## src/rtl/mfm_dec_pkg.sv

```systemverilog
package mfm_dec_pkg;

  typedef enum logic [1:0] {
    CLS_BAD   = 2'd0,
    CLS_SHORT = 2'd1,
    CLS_MED   = 2'd2,
    CLS_LONG  = 2'd3
  } ivl_class_e;

  typedef struct packed {
    logic [1:0] nbits;     // 0, 1 or 2 bits emitted
    logic       b0;        // earlier bit
    logic       b1;        // later bit (pairs only)
    logic       s0;
    logic       s1;
    logic       next_last;
  } decode_t;

  // Sort a measured count into a class using strict less-than boundaries.
  function automatic ivl_class_e classify(input logic [7:0] cnt,
                                          input logic [7:0] t_bad,
                                          input logic [7:0] t_sm,
                                          input logic [7:0] t_ml);
    if (cnt < t_bad)     return CLS_BAD;
    else if (cnt < t_sm) return CLS_SHORT;
    else if (cnt < t_ml) return CLS_MED;
    else                 return CLS_LONG;
  endfunction

  // Turn a class and the previous data bit into emitted bits.
  function automatic decode_t mfm_decode(input ivl_class_e c, input logic last);
    decode_t d;
    d = '0;
    d.next_last = last;
    case (c)
      CLS_SHORT: begin
        d.nbits = 2'd1;
        d.b0    = last;
      end
      CLS_MED: begin
        if (!last) begin
          d.nbits     = 2'd1;
          d.b0        = 1'b1;
          d.next_last = 1'b1;
        end else begin
          d.nbits     = 2'd2;
          d.next_last = 1'b0;
        end
      end
      CLS_LONG: begin
        d.nbits = 2'd2;
        if (last) begin
          d.b1 = 1'b1;
        end else begin
          d.s0 = 1'b1;
          d.s1 = 1'b1;
        end
      end
      default: d.nbits = 2'd0;
    endcase
    return d;
  endfunction

endpackage

```

## src/rtl/mfm_edge_sync.sv

```systemverilog
module mfm_edge_sync (
  input  logic clk,
  input  logic rst_n,
  input  logic rd_n,
  output logic fall
);
  logic s1, s2, s3;

  always_ff @(posedge clk or negedge rst_n) begin
    if (!rst_n) begin
      s1 <= 1'b1;
      s2 <= 1'b1;
      s3 <= 1'b1;
    end else begin
      s1 <= rd_n;
      s2 <= s1;
      s3 <= s2;
    end
  end

  assign fall = s3 & ~s2;

  a_r3_fall_single: assert property (@(posedge clk) disable iff (!rst_n)
    fall |=> !fall);
endmodule

```

## src/rtl/mfm_interval_timer.sv

```systemverilog
module mfm_interval_timer #(
  parameter int PRESCALE = 4,
  parameter int CW       = 8
) (
  input  logic          clk,
  input  logic          rst_n,
  input  logic          run,
  input  logic          fall,
  output logic          ev_valid,
  output logic [CW-1:0] ev_count
);
  localparam int PW = (PRESCALE > 1) ? $clog2(PRESCALE) : 1;
  localparam logic [PW-1:0] PRE_LAST = PW'(PRESCALE - 1);
  localparam logic [CW-1:0] CNT_MAX  = '1;

  logic [PW-1:0] pre;
  logic [CW-1:0] cnt;
  logic          primed;
  logic          tick;

  assign tick = (pre == PRE_LAST);

  always_ff @(posedge clk or negedge rst_n) begin
    if (!rst_n) begin
      pre    <= '0;
      cnt    <= '0;
      primed <= 1'b0;
    end else if (!run) begin
      pre    <= '0;
      cnt    <= '0;
      primed <= 1'b0;
    end else if (fall) begin
      pre    <= '0;
      cnt    <= '0;
      primed <= 1'b1;
    end else begin
      pre <= tick ? '0 : pre + PW'(1);
      if (tick && cnt != CNT_MAX) cnt <= cnt + CW'(1);
    end
  end

  assign ev_valid = run & fall & primed;
  assign ev_count = cnt;

  a_r3_sat_hold: assert property (@(posedge clk) disable iff (!rst_n)
    (run && !fall && cnt == CNT_MAX) |=> (cnt == CNT_MAX));
  a_r3_prime_first: assert property (@(posedge clk) disable iff (!rst_n)
    (!run) |=> !ev_valid);
endmodule

```

## src/rtl/mfm_bit_emitter.sv

```systemverilog
module mfm_bit_emitter
  import mfm_dec_pkg::*;
#(
  parameter int BC_W  = 16,
  parameter int BAD_W = 8,
  parameter int SR_W  = 16
) (
  input  logic             clk,
  input  logic             rst_n,
  input  logic             clear,
  input  logic             ev_valid,
  input  logic [7:0]       ev_count,
  input  logic [7:0]       thr_bad,
  input  logic [7:0]       thr_sm,
  input  logic [7:0]       thr_ml,
  output logic             bit_valid,
  output logic             bit_data,
  output logic             bit_sync,
  output logic [SR_W-1:0]  data_shift,
  output logic [SR_W-1:0]  sync_shift,
  output logic [BC_W-1:0]  bit_count,
  output logic [BAD_W-1:0] bad_count
);
  localparam logic [BAD_W-1:0] BAD_MAX = '1;

  ivl_class_e cls;
  decode_t    dec;
  logic       last_bit;
  logic       pend_valid, pend_d, pend_s;
  logic       emit, emit_d, emit_s;

  assign cls = classify(ev_count, thr_bad, thr_sm, thr_ml);
  assign dec = mfm_decode(cls, last_bit);

  // One bit leaves per cycle: a fresh decode first, else the pending half.
  always_comb begin
    emit   = 1'b0;
    emit_d = 1'b0;
    emit_s = 1'b0;
    if (ev_valid && cls != CLS_BAD) begin
      emit   = 1'b1;
      emit_d = dec.b0;
      emit_s = dec.s0;
    end else if (pend_valid) begin
      emit   = 1'b1;
      emit_d = pend_d;
      emit_s = pend_s;
    end
  end

  always_ff @(posedge clk or negedge rst_n) begin
    if (!rst_n) begin
      last_bit   <= 1'b0;
      pend_valid <= 1'b0;
      pend_d     <= 1'b0;
      pend_s     <= 1'b0;
      bit_valid  <= 1'b0;
      bit_data   <= 1'b0;
      bit_sync   <= 1'b0;
      data_shift <= '0;
      sync_shift <= '0;
      bit_count  <= '0;
      bad_count  <= '0;
    end else if (clear) begin
      last_bit   <= 1'b0;
      pend_valid <= 1'b0;
      pend_d     <= 1'b0;
      pend_s     <= 1'b0;
      bit_valid  <= 1'b0;
      bit_data   <= 1'b0;
      bit_sync   <= 1'b0;
      data_shift <= '0;
      sync_shift <= '0;
      bit_count  <= '0;
      bad_count  <= '0;
    end else begin
      bit_valid <= emit;
      bit_data  <= emit_d;
      bit_sync  <= emit_s;
      if (emit) begin
        data_shift <= {data_shift[SR_W-2:0], emit_d};
        sync_shift <= {sync_shift[SR_W-2:0], emit_s};
      end
      if (ev_valid) begin
        if (cls == CLS_BAD) begin
          if (bad_count != BAD_MAX) bad_count <= bad_count + BAD_W'(1);
          pend_valid <= 1'b0;
        end else begin
          pend_valid <= (dec.nbits == 2'd2);
          pend_d     <= dec.b1;
          pend_s     <= dec.s1;
          last_bit   <= dec.next_last;
          bit_count  <= bit_count + BC_W'(dec.nbits);
        end
      end else begin
        pend_valid <= 1'b0;
      end
    end
  end

  a_r4_bad_silent: assert property (@(posedge clk) disable iff (!rst_n)
    (ev_valid && cls == CLS_BAD && !pend_valid) |=> !bit_valid);
  a_r7_sync_pair: assert property (@(posedge clk) disable iff (!rst_n)
    $rose(bit_sync) |=> bit_sync);
  a_r8_no_overrun: assert property (@(posedge clk) disable iff (!rst_n)
    pend_valid |-> !ev_valid);
  a_r9_count_hold: assert property (@(posedge clk) disable iff (!rst_n)
    (!ev_valid && !clear) |=> $stable(bit_count));
endmodule

```

## src/rtl/mfm_interval_decoder.sv

```systemverilog
module mfm_interval_decoder
  import mfm_dec_pkg::*;
#(
  parameter int PRESCALE = 4,
  parameter int BC_W     = 16,
  parameter int BAD_W    = 8,
  parameter int SR_W     = 16
) (
  input  logic             clk,
  input  logic             rst_n,
  input  logic             arm,
  input  logic             index_strobe,
  input  logic             rd_n,
  input  logic [7:0]       thr_bad,
  input  logic [7:0]       thr_sm,
  input  logic [7:0]       thr_ml,
  output logic             window_open,
  output logic             bit_valid,
  output logic             bit_data,
  output logic             bit_sync,
  output logic [SR_W-1:0]  data_shift,
  output logic [SR_W-1:0]  sync_shift,
  output logic [BC_W-1:0]  bit_count,
  output logic [BAD_W-1:0] bad_count
);
  logic       win;
  logic       open_pulse;
  logic       run;
  logic       fall;
  logic       ev_valid;
  logic [7:0] ev_count;

  assign open_pulse = arm & index_strobe & ~win;
  assign run        = win & arm & ~index_strobe;

  always_ff @(posedge clk or negedge rst_n) begin
    if (!rst_n)            win <= 1'b0;
    else if (!arm)         win <= 1'b0;
    else if (index_strobe) win <= ~win;
  end

  assign window_open = win;

  mfm_edge_sync u_sync (
    .clk   (clk),
    .rst_n (rst_n),
    .rd_n  (rd_n),
    .fall  (fall)
  );

  mfm_interval_timer #(.PRESCALE(PRESCALE), .CW(8)) u_timer (
    .clk      (clk),
    .rst_n    (rst_n),
    .run      (run),
    .fall     (fall),
    .ev_valid (ev_valid),
    .ev_count (ev_count)
  );

  mfm_bit_emitter #(.BC_W(BC_W), .BAD_W(BAD_W), .SR_W(SR_W)) u_emit (
    .clk        (clk),
    .rst_n      (rst_n),
    .clear      (open_pulse),
    .ev_valid   (ev_valid),
    .ev_count   (ev_count),
    .thr_bad    (thr_bad),
    .thr_sm     (thr_sm),
    .thr_ml     (thr_ml),
    .bit_valid  (bit_valid),
    .bit_data   (bit_data),
    .bit_sync   (bit_sync),
    .data_shift (data_shift),
    .sync_shift (sync_shift),
    .bit_count  (bit_count),
    .bad_count  (bad_count)
  );

  a_r2_events_in_window: assert property (@(posedge clk) disable iff (!rst_n)
    ev_valid |-> window_open);
  a_r10_index_collision: assert property (@(posedge clk) disable iff (!rst_n)
    (index_strobe && fall) |-> !ev_valid);
  a_r2_arm_low_closes: assert property (@(posedge clk) disable iff (!rst_n)
    !arm |=> !window_open);
endmodule

```

## config.mk

```make
export PLATFORM = sky130hd
export DESIGN_NAME = mfm_interval_decoder
export DESIGN_NICKNAME = d
export VERILOG_FILES = /design/src/rtl/mfm_dec_pkg.sv /design/src/rtl/mfm_edge_sync.sv /design/src/rtl/mfm_interval_timer.sv /design/src/rtl/mfm_bit_emitter.sv /design/src/rtl/mfm_interval_decoder.sv
export SDC_FILE = /design/constraint.sdc
export NUM_CORES = 1
export LEC_CHECK = 0
export ABC_CLOCK_PERIOD_IN_PS = 6020
export BUFFER_PORTS_ARGS = -buffer_cell sky130_fd_sc_hd__buf_2
export CORE_UTILIZATION = 50
export CTS_BUF_LIST = sky130_fd_sc_hd__clkbuf_4 sky130_fd_sc_hd__clkbuf_8 sky130_fd_sc_hd__clkbuf_16
export CTS_CLUSTER_DIAMETER = 100
export DETAILED_ROUTE_END_ITERATION = 7
export GPL_ROUTABILITY_DRIVEN = 0
export PLACE_DENSITY = 0.81
export SYNTH_ARGS = -nofsm -noshare
export SYNTH_HDL_FRONTEND = slang
export SYNTH_SLANG_ARGS = --single-unit
```

## constraint.sdc

```tcl
create_clock -name clk -period 6.02 [get_ports clk]
set_input_delay 1.204 -clock clk [delete_from_list [all_inputs] [get_ports clk]]
set_output_delay 1.204 -clock clk [all_outputs]
set_load 0.02 [all_outputs]
```

Word level (Yosys, flattened, before mapping) --
Index checks and enable logic that the tools add are counted. Widths: inputs -> output; s select.
Word-level totals: flip-flop bits (word level) 78, input bits 29, output and inout port bits 60, word-level logic and storage cells 111
Operators by class: add/sub/neg operators 4, $lt $le $gt $ge 3, equality and inequality tests 11, mux-type cells 53, bitwise operators 10, reductions and logical operators 12
Operators with widths (number):
- $mux 16 | 7
- $mux 8 | 7
- $mux 1 | 29
- $lt 8x8->1 | 3
- $add 16x2->16 | 1
- $add 8x1->8 const B | 2
- $ne 8x8->1 const B | 2
- $mux 2 | 7
- $reduce_bool 2->1 | 6
- $eq 2x2->1 const B | 4
- $and 1x1->1 | 7
- $pmux 2 s3 | 1
- $reduce_and 3->1 | 2
- $ne 2x2->1 const B | 2
- $mux 3 | 1
- $ne 3x3->1 const B | 1
- $not 1->1 | 3
- $add 2x1->2 const B | 1
- $eq 2x1->1 const B | 1
- $logic_and 1x1->1 | 2
- $logic_not 2->1 | 1
- $ne 2x1->1 const B | 1
- $pmux 1 s2 | 1
- $reduce_and 2->1 | 1

Longest topological paths before layout --
depth in word-level cells 10, mapped depth 15, gate-level depth less buffers 15

By module --
From an unflattened synthesis, not the netlist that was laid out.
Second synthesis, totals: cell total of the unflattened synthesis 427, area, all modules 4340.4 µm²
By module, submodules not included:
- mfm_bit_emitter | times used 1, cells each 364, area each 3637.2 µm², sequential area each 1576.5 µm²
- mfm_interval_timer | times used 1, cells each 52, area each 555.5 µm², sequential area each 275.3 µm²
- mfm_edge_sync | times used 1, cells each 4, area each 92.6 µm², sequential area each 78.8 µm²
- mfm_interval_decoder | times used 1, cells each 7, area each 55.1 µm², sequential area each 25.0 µm²

Worst setup path after synthesis --
Ideal clock, no wire load.
path type in2reg, from input thr_sm[1], to register u_emit.bit_count[10], arrival 4.007 ns, required time 5.888 ns, slack 1.881 ns, stages 14, cells stage by stage inv_1 ha_1 a2111o_1 a31oi_1 o21bai_1 nor2b_1 ha_1 inv_1 fa_1 nand3b_1 or2_2 nor4_1 xnor2_1 nor2_1
Between the ends: longest elaborated chain between the ends 9, elaborated cells on any way between the ends 14, classes of those cells add/sub: 1; order compare: 1; eq/ne: 4; mux: 6; reduce/logical: 2
RTL lines:
- start: declaration | line mfm_interval_decoder.sv:15 | input logic [7:0] thr_sm,
- $lt 8x8->1 * | line mfm_dec_pkg.sv:25 | else if (cnt < t_sm) return CLS_SHORT;
- $mux 2 * | line mfm_dec_pkg.sv:25
- $mux 2 * | line mfm_dec_pkg.sv:24 | if (cnt < t_bad) return CLS_BAD;
- $eq 2x2->1 or $eq 2x1->1 (tied branches) | line mfm_dec_pkg.sv:35 | case (c)
- $pmux 2 s3 | line mfm_dec_pkg.sv:35
- $add 16x2->16 | line mfm_bit_emitter.sv:93 | bit_count <= bit_count + BC_W'(dec.nbits);
- $mux 16 | line mfm_bit_emitter.sv:85 | if (cls == CLS_BAD) begin
- $mux 16 | line mfm_bit_emitter.sv:84 | if (ev_valid) begin
- $mux 16 | line mfm_bit_emitter.sv:64 | end else if (clear) begin
- end signal: assignment | line mfm_bit_emitter.sv:93
- end: declaration | line mfm_bit_emitter.sv:21 | output logic [BC_W-1:0] bit_count,
Every way passes the cells marked *; elsewhere a longest branch is shown, timed or not. The select of a mux whose other input is x is not followed. A chain may end at the register's enable or synchronous reset.

Worst setup path after layout --
from input thr_sm[1], to register u_emit.bit_count[12]
The elaborated chain is that of the path after synthesis.

==> metrics <==
Routed Antenna Nets 0; synthesized instance count 371; synth unique cells between 50 and 60; Reg clk slew, reported paths 0.08 ns; Setup CP Type input pin to register; Post-synth ARST share 1.000; GRT Resource Usage Total 0.2001; status finished, final reports clean; critical path endpoint category register; critical path cell sequence buf_2 > inv_1 > ha_1 > a2111o_1 > a31oi_1 > o21bai_1 > nor2b_1 > ha_1 > inv_1 > fa_1 > nand3b_1 > or2_2 > nor4_1 > xnor2_1 > nor2_1; PD cells 196.9 nW/um2; full die area ~8000 um2; P_sw 215.5 uW; clock latency on the worst-skew pair roughly 0.34 ns; Layout Skew approximately 0.0087 ns; ant diodes 0; crit share post-route 0.6957; Slew Limit Fails 0; Warnings, synthesis 0; Post-CTS Resized 0; Post-DP HPWL roughly 5.6 mm; sequential power share 0.584; Top FF cell, synth dfrtp_1; share of layout cells above drive strength 1 0.2538; R2R Path Start u_timer.ev_count[1]; Hold Vio Cnt, Final 0; CTS max path bufs 2; final WL between 7 and 8 mm; cell family with most CP delay simple AND/OR/NAND/NOR gates; Tmin final 4.188 ns; average size of a mapped cell approximately 11 um2; Switching Share 0.2385; crit path buf inv count 3; reg2reg end u_emit.bit_count[12]; synthesized area a little under 4000 um2; DRT iter0 DRCs 127; # setup viols final 0; critical-path maximum fanout 5; largest net degree at the start of global routing 79; reg2reg path depth 13; Peak supply drop about 0.13 mV; Leak Pwr between 2 and 2.5 nW; CTS tree yes; Final TNS setup 0 ns; WL per Instance roughly 14 um; Area after DPL around 4400 um2; reg2reg setup slack roughly 2.3 ns; commonest non-fill, non-tap cells in the layout 87 x buf_2, 75 x dfrtp_1, 35 x nor2_1; vias in the first global route just under 3k; clock sinks between 70 and 80; Max Clk Rate 0.2388 GHz; first-pass GRT wire length approximately 13 mm; Slowest-stage cell, CP fa_1; drc violations 0; Site Rows 31; # Max-Cap Violations 0; Post-CTS Setup Bufs 0; Mapped Nets around 430; top cell type's share of synthesized area 0.4771; register bit count reported by yosys 78; Port Buf Inserts 88; CTS Buf Count 9; clock root cell clkbuf_8; FILL cells around 640; hold path cells 0; Worst EP required ~6.2 ns; Ports slightly below 90; cts-stage hold buffer count 0; Clock power frac 0.365; Die Wd between 90 and 100 um; most common cell after layout, fill and taps aside buf_2; grt ovf 0; H-tree depth 3; combinational power share 0.051; Die H 90.70 um; max incr delay on CP approximately 0.38 ns; Area Growth Syn to Fin 16.70%; register area share after synthesis 0.4971; Post-synth EDFFs 0; Hold Crit Start u_sync.s1; 1st-pass router iterations 4; Setup crit start thr_sm[1]; cell accounting for the most synthesized area dfrtp_1; Fin Hold WS between 0.3 and 0.4 ns; post-route cell area roughly 4600 um2; via/cell ratio ~5.4; Worst EP arrival 4.41 ns; Worst-Margin Slew 1.109 ns; initial core utilization 0.5282; CP Launch Type input pin; Area contributors post-synth dfrtp_1 48%, ha_1 8.3%, a22o_1 6.7%; Hold Path End u_sync.s2; max_slew headroom 0.2597; Power Total 903.7 uW; initial antenna violation count 0; core area 7447 um2; RSZ-0062 raised after global routing no; classification of the worst-slack hold path register to register; P_int just under 700 uW; total vias in the final route about 3k; Final nets about 500
-- flip-flops by register name, summed over array words and instances, names as in the netlist --
name	cells
u_emit.pend_s	1
u_emit.bit_valid	1
u_sync.s2	1
u_emit.bit_data	1
u_emit.data_shift	16
u_emit.bad_count	8
u_emit.sync_shift	16
u_timer.pre	2
u_timer.ev_count	8
window_open	1
u_emit.bit_count	16
u_emit.bit_sync	1
u_sync.s1	1
u_emit.pend_d	1
u_emit.last_bit	1
u_sync.s3	1
u_timer.primed	1
u_emit.pend_valid	1
-- per-layer routing --
layer / routed length [um] / up-vias / share of wire / GRT usage
li1: - / 1472 / - / -
met5: 0 / - / 0 / 0
met2: 3707 / 74 / 0.47 / 0.3359
met1: 3705 / 1456 / 0.47 / 0.2515
met4: 69 / 0 / 0.0088 / 0.04435
met3: 387 / 9 / 0.049 / 0.06397
-- kinds of logic (layout without fill, tap and decap cells) --
| kind of cell | Yosys count | after routing | synth area share |
|---|---|---|---|
| and+or+nand+nor | 122 | 122 | 0.1587 |
| DFF | 78 | 78 | 0.4971 |
| AOI/OAI and AO/OA | 73 | 73 | 0.1425 |
| buffers and inverters | 42 | 132 | 0.04803 |
| adders and majority gates | 27 | 27 | 0.08779 |
| xor gates and xnor gates | 25 | 25 | 0.05566 |
| muxes | 4 | 4 | 0.01018 |
-- cells in the mapped netlist, types with 6 or more instances --
cell type	instances
dfrtp_1	75
nor2_1	36
a22o_1	30
inv_1	28
ha_1	26
nand2_1	23
xnor2_1	15
nand4_1	12
o21ai_0	11
nor3_1	10
xor2_1	10
a21oi_1	8
nand2b_1	6
nand3_1	6
-- power by group through the flow --
| stage | Sequential [mW] | Combinational, mW | Clock, mW |
|---|---|---|---|
| after floorplan | 0.539 | 0.0213 | 0 |
| after global placement | 0.538 | 0.0454 | 0 |
| after detailed placement | 0.538 | 0.0471 | 0 |
| after CTS | 0.528 | 0.0473 | 0.339 |
| after global routing | 0.528 | 0.0532 | 0.357 |
| final | 0.528 | 0.0461 | 0.330 |
-- area by class of cell --
type,count,area [um2],area share
repair buffers,89,450.4,0.09812
clock inverters,6,40.04,0.008722
multi-input cells,251,1792,0.3903
inverters,28,105.1,0.02289
well taps,99,123.9,0.02698
flip-flops and latches,78,1956,0.4260
clock buffers,9,123.9,0.02698
-- how the worst max path moves through the flow --
stage	end	slack, ns	cells past startpoint
after floorplan	u_emit.bit_count[10]	1.88	14
after global placement	u_emit.bit_count[10]	1.59	16
after detailed placement	u_emit.bit_count[12]	1.46	15
after CTS	u_emit.bit_count[12]	1.83	15
after global routing	u_emit.bit_count[12]	1.59	15
final	u_emit.bit_count[12]	1.83	15
-- through the flow --
stage          setup slack [ns]    util  std cells
3_5_place_dp              1.457  0.5944        545
2_1_floorplan             1.881       -        371
4_1_cts                   1.834  0.6164        560
6_report                  1.832  0.6164        560
3_3_place_gp              1.593  0.5944        545
5_1_grt                   1.587  0.6164        560
No activity file was read; power rests on OpenSTA's default activity.
